==> config.mk <==
export PLATFORM = sky130hd
export DESIGN_NAME = serial_adc_host
export DESIGN_NICKNAME = d
export VERILOG_FILES = /design/src/rtl/serial_adc_host.sv
export SDC_FILE = /design/constraint.sdc
export NUM_CORES = 1
export LEC_CHECK = 0
export BUFFER_PORTS_ARGS = -buffer_cell sky130_fd_sc_hd__buf_2
export CORE_MARGIN = 1.5
export CORE_UTILIZATION = 30
export DETAILED_ROUTE_END_ITERATION = 8
export SYNTH_ARGS = -nofsm -noshare
export SYNTH_HDL_FRONTEND = slang
export SYNTH_SLANG_ARGS = --single-unit
==> constraint.sdc <==
create_clock -name clk -period 2 [get_ports clk]
set_input_delay 0.1 -clock clk [delete_from_list [all_inputs] [get_ports clk]]
set_output_delay 0.1 -clock clk [all_outputs]
set_load 0.05 [all_outputs]
==> src/rtl/serial_adc_host.sv <==
module serial_adc_host #(
  parameter int SYS_HALF  = 2,
  parameter int IO_HALF   = 4,
  parameter int SETUP_SYS = 3,
  parameter int CONV_SYS  = 44,
  parameter int DATA_W    = 10,
  parameter int CH_W      = 4
) (
  input  logic              clk,
  input  logic              rst_n,
  input  logic              start,
  input  logic [CH_W-1:0]   chan,
  input  logic              adc_dout,
  output logic              adc_cs_n,
  output logic              adc_sysclk,
  output logic              adc_ioclk,
  output logic              adc_addr,
  output logic              busy,
  output logic              res_valid,
  output logic [DATA_W-1:0] res_data,
  output logic [CH_W-1:0]   res_chan,
  output logic              res_stale
);
  localparam int SC_W = $clog2(SYS_HALF + 1);
  localparam int IO_W = $clog2(IO_HALF + 1);
  localparam int WT_MAX = (SETUP_SYS > CONV_SYS) ? SETUP_SYS : CONV_SYS;
  localparam int WT_W = $clog2(WT_MAX + 1);
  localparam int PC_W = $clog2(DATA_W + 1);

  typedef enum logic [1:0] {S_IDLE, S_SETUP, S_SHIFT, S_CONV} state_t;

  state_t            state;
  logic [SC_W-1:0]   sys_cnt;
  logic [IO_W-1:0]   io_cnt;
  logic [WT_W-1:0]   wait_cnt;
  logic [PC_W-1:0]   pulse;
  logic [CH_W-1:0]   addr_sh, cur_chan, prev_chan;
  logic [DATA_W-1:0] data_sh;
  logic              first;

  wire sys_tick = (sys_cnt == SC_W'(SYS_HALF - 1));
  wire sys_rise = sys_tick & ~adc_sysclk;
  wire io_tick  = (io_cnt == IO_W'(IO_HALF - 1));

  assign busy     = (state != S_IDLE);
  assign adc_addr = ~adc_cs_n & addr_sh[CH_W-1];

  always_ff @(posedge clk or negedge rst_n) begin
    if (!rst_n) begin
      sys_cnt    <= '0;
      adc_sysclk <= 1'b0;
    end else begin
      sys_cnt <= sys_tick ? '0 : sys_cnt + SC_W'(1);
      if (sys_tick) adc_sysclk <= ~adc_sysclk;
    end
  end

  always_ff @(posedge clk or negedge rst_n) begin
    if (!rst_n) begin
      state     <= S_IDLE;
      adc_cs_n  <= 1'b1;
      adc_ioclk <= 1'b0;
      io_cnt    <= '0;
      wait_cnt  <= '0;
      pulse     <= '0;
      addr_sh   <= '0;
      cur_chan  <= '0;
      prev_chan <= '0;
      data_sh   <= '0;
      first     <= 1'b1;
      res_valid <= 1'b0;
      res_data  <= '0;
      res_chan  <= '0;
      res_stale <= 1'b0;
    end else begin
      res_valid <= 1'b0;
      case (state)
        S_IDLE: if (start) begin
          state    <= S_SETUP;
          adc_cs_n <= 1'b0;
          addr_sh  <= chan;
          cur_chan <= chan;
          wait_cnt <= '0;
        end
        S_SETUP: if (sys_rise) begin
          if (wait_cnt == WT_W'(SETUP_SYS)) begin
            state  <= S_SHIFT;
            io_cnt <= '0;
            pulse  <= '0;
          end else begin
            wait_cnt <= wait_cnt + WT_W'(1);
          end
        end
        S_SHIFT: begin
          io_cnt <= io_tick ? '0 : io_cnt + IO_W'(1);
          if (io_tick) begin
            if (!adc_ioclk) begin
              adc_ioclk <= 1'b1;
              data_sh   <= {data_sh[DATA_W-2:0], adc_dout};
            end else begin
              adc_ioclk <= 1'b0;
              pulse     <= pulse + PC_W'(1);
              addr_sh   <= addr_sh << 1;
              if (pulse == PC_W'(DATA_W - 1)) begin
                state     <= S_CONV;
                adc_cs_n  <= 1'b1;
                wait_cnt  <= '0;
                res_valid <= 1'b1;
                res_data  <= data_sh;
                res_chan  <= prev_chan;
                res_stale <= first;
                first     <= 1'b0;
                prev_chan <= cur_chan;
              end
            end
          end
        end
        default: if (sys_rise) begin
          if (wait_cnt == WT_W'(CONV_SYS)) state <= S_IDLE;
          else wait_cnt <= wait_cnt + WT_W'(1);
        end
      endcase
    end
  end
endmodule

# == After elaboration in Yosys (flattened, before gate mapping) ==
# Index checks and enable logic that the tools add are counted.
# totals
reg_bits,59
in_bits,8
word_cells,99
# op_classes
addsub,4
n_eq_ne,15
mux,42
bitwise,5
n_reduce_logical,16
# ops
cell,n
$mux 6,8
$mux 4,7
$mux 2,9
$pmux 6 s3,1
$pmux 4 s2,2
$reduce_and 8->1,2
$ne 2x2->1 const B,7
$reduce_and 5->1,2
$mux 1,9
$mux 3,3
$reduce_and 4->1,2
$add 6x1->6 const B,1
$eq 6x2->1 const B,1
$eq 6x6->1 const B,1
$pmux 2 s3,1
$pmux 3 s2,1
$reduce_and 3->1,2
$reduce_bool 2->1,3
$add 4x1->4 const B,1
$eq 2x1->1 const B,2
$eq 4x4->1 const B,1
$ne 4x1->1 const B,1
$reduce_and 2->1,2
$reduce_bool 4->1,1
other kinds (9),12

# == Longest topological paths before layout ==
# depth
ltp_word,5
ltp_mapped,8
mapped_depth_nobuf,7

# == Least setup slack after synthesis ==
# Ideal clock, no wire load.
# synth_path
kind,reg-to-reg
start,reg state[0]
end,reg state[1]
setup_ns,0.125
arrival_ns,2.063
path_slack_ns,-0.188
stages_incl_launch_ff,8
period_less_slack_ns,2.188
cell_sequence,dfrtp_1 inv_1 ha_1 inv_1 a2bb2oi_1 nand3_2 a211o_1 mux2_4
# synth_via
elab_chain_len,3
word_cells_on_any_way,13
# synth_lines
element,line,source
from (decl),32,state_t state;
from (signal assigned),60,state <= S_IDLE;
from (signal assigned),79,state <= S_SETUP;
from (signal assigned),87,state <= S_SHIFT;
"$eq 2x2->1, or another cell as far along",77,case (state)
"$reduce_bool 4->1 (no line), or another cell as far along",n/a,
$reduce_and 8->1 (no line),n/a,
# Parallel ways exist; a longest one is shown, timed or not.
# A chain may end at the register's enable or synchronous reset.

# == Worst setup path after layout ==
# layout_path
start,reg state[0]
end,reg data_sh[4]
# layout_via
elab_chain_len,2
# layout_lines
element,line,source
$eq 2x2->1,77,
$reduce_and 3->1 (no line),n/a,
to (signal assigned),99,"data_sh <= {data_sh[DATA_W-2:0], adc_dout};"
to (decl),38,logic [DATA_W-1:0] data_sh;
# Every way passes these cells.

==> impl_metrics.toml <==
[synthesis]
yosysWarningCount = 0
synth_seq_cells = 59
seq_area_frac_synth = 0.563
ys_top_cells_by_count = "57 x dfrtp_1, 35 x mux2_2, 12 x nor2_1"
yosysTopAreaCellShare = 0.543
syn_inst = 216
syn_area_per_cell_um2 = 12.2
synth_edf_count = 0
syn_area_um2 = 2630
yosysUniqueCellTypes = 39
yosys_most_used_dff = "dfrtp_1"
yosysTopAreaCell = "dfrtp_1"
synth_most_common_cell = "dfrtp_1"
syn-num-nets = 232
synthTopCellsByArea = "dfrtp_1 54%, mux2_2 15%, ha_1 3.8%"
synthArstFlopShare = 1.00

[worst_hold_path]
hold_path.class = "in2reg"

[global_route]
antenna_found_initial = 0
grt_pass1_vias = 1720
grt_util_all_layers = 0.111
grt_max_degree = 36
grt_pass1_wl_mm = 8.34
overflow = 0

[place]
dp.cells = 355
hpwl_mm = 3.37
portBuffers = 28
place.gp.congestion = 0.835
placed_area_um2 = 3000
dp_slack_ns = 0.0462

[die]
rows = 33
ios = 29
die_area_um2 = 9330
die_h_um = 96.6
fp.coreArea_um2 = 8340
initial_core_util = 0.315
die_x_um = 96.6

[power_and_ir_drop]
power.switching_mw = 1.42
irDropWorstVdd_uv = 435
p_int_mw = 2.72
p_sw_frac = 0.342
combPwrFrac = 0.354
p_per_area_nw_per_um2 = 1260
fin_total_pwr_mw = 4.14
leakage_nw = 1.62
p_clk_frac = 0.283
p_seq_frac = 0.363

[timing]
timing.fmax_mhz = 526
slew_viol_final = 0
slew_headroom = 0.627
period_needed_ns = 1.90
skew_ns = 0.00690
setup_violations = 0
fin_tns_setup_ns = 0
rsz0062_at_grt = "no"
finalHoldViolations = 0
finalCritPeriodShare = 0.951
hold_slack_ns = 0.0302
fin_ws_ns = 0.0982
tightestPinTransition_ns = 0.560

[critical_path]
crit_chain = "inv_2, ha_2, inv_1, or2_2, nor2_4, buf_12, mux2_2"
endpoint_kind = "register"
slowest_delay_ns = 0.41
required_ns = 2.22
path_class = "reg2reg"
cpMaxStageDelayCell = "dfrtp_1"
critPathMaxFanout = 10
critPathArrivalTime_ns = 2.12
cp-start-kind = "register"

[clock_tree]
clock_path_buffers = 2
cts_root_buf = "clkbuf_8"
insertion_delay_ns = 0.33
cts-htree-levels = 3
cts_buffers = 9
cts_tree = "built"
clk_pin_slew_worst_paths_ns = 0.07
clock_sinks = 59

[cells_and_area]
fin_util = 0.395
fill_cells = 786
syn2layout_area_growth_pct = 25.2
drive_gt1_frac = 0.401
fin_cells = 374
antenna_cells = 0
fin_nets = 280
postLayoutCellArea_um2 = 3290

[routing]
drc = 0
ant_nets = 0
routed_wl_mm = 4.79
dr.pass1.iters = 4
routed_via_density = 4.60
via_count = 1721
first_iter_violations = 73
drt-wirelength-per-cell_um = 12.8

[outcome]
status = "complete, no violations"

[job]
maxCapViolations = 0
## worst paths after layout
| check | startpoint | endpoint | slack, ns | depth (start not counted) |
|---|---|---|---|---|
| setup / recovery | state[0]$_DFFE_PN0P_ | data_sh[4]$_DFFE_PN0P_ | 0.1 | 7 |
| hold / removal | chan[3] | cur_chan[3]$_DFFE_PN0P_ | 0.03 | 2 |
| setup reg to reg | state[0]$_DFFE_PN0P_ | data_sh[4]$_DFFE_PN0P_ | 0.1 | 7 |
| hold reg to reg | sys_cnt[0]$_DFF_PN0_ | sys_cnt[0]$_DFF_PN0_ | 0.46 | 1 |
| max in group asynchronous | rst_n | adc_cs_n$_DFFE_PN1P_ | 1.06 | 3 |
| min in group asynchronous | rst_n | wait_cnt[5]$_DFFE_PN0P_ | 0.29 | 2 |
## flip-flops by register name, summed over array words and instances (netlist names), 2 cells and up
| name | cells |
|---|---|
| data_sh | 10 |
| res_data | 10 |
| wait_cnt | 6 |
| addr_sh | 4 |
| cur_chan | 4 |
| prev_chan | 4 |
| pulse | 4 |
| res_chan | 4 |
| io_cnt | 3 |
| state | 2 |
| sys_cnt | 2 |
## area by class of cell
cell class              instances  area (um2)  area share
clock buffers                   9         124      0.0376
clock inverters                 7        91.3      0.0278
inverters                      11        45.0      0.0137
multi-input cells             140        1120       0.342
flip-flops and latches         59        1480       0.449
well taps                     105         131      0.0399
repair buffers                 43         295      0.0897
## worst max-delay path: cells and delay by family (launching register included)
kind / cells / cell delay, ns
AND/OR/NAND/NOR: 2 / 0.49
buffers and inverters: 3 / 0.34
adder cells (fa/ha/maj): 1 / 0.22
flip-flops: 1 / 0.41
multiplexers: 1 / 0.33
## what timing repair did
item,4_1_cts,5_1_grt
hold endpoints to repair,25,0
gates resized for setup,0,7
setup endpoints to repair,0,14
hold buffers,2,0
setup buffers,0,1
## cell families after synthesis
kind of cell | synth area share
compound gates | 0.0762
xor+xnor | 0.00333
fa+ha+maj | 0.0381
buf+inv | 0.0257
flops | 0.563
mux | 0.178
simple gates | 0.116
## metal layers
| layer | vias up | wire, um | global-route usage |
|---|---|---|---|
| met3 | 5 | 232 | 0.0383 |
| met1 | 813 | 2320 | 0.147 |
| met5 | - | 0 | 0 |
| li1 | 858 | - | - |
| met2 | 45 | 2140 | 0.158 |
| met4 | 0 | 98 | 0.0624 |
## power groups by stage
| stage | Clock [mW] | Sequential, mW | Combinational, mW |
|---|---|---|---|
| after floorplan | 0 | 1.53 | 0.970 |
| after global placement | 0 | 1.52 | 1.37 |
| after detailed placement | 0 | 1.52 | 1.38 |
| after CTS | 1.20 | 1.50 | 1.39 |
| after global routing | 1.27 | 1.53 | 1.64 |
| final | 1.17 | 1.50 | 1.46 |
## layout by cell type, fill, tap and decap left out, types with 3 or more instances in the layout
master and count:
dfrtp_1 57, mux2_2 35, buf_2 28, nor2_1 12, nand2_1 11, buf_4 10, inv_1 9, clkbuf_8 9
a21oi_1 8, o21ai_0 7, nand3_1 7, nor3_1 6, mux2i_1 6, ha_1 6, nor2b_1 4, nand2b_1 3
o31ai_1 3, clkinv_2 3, buf_12 3
Power figures use the tool's default switching activity.
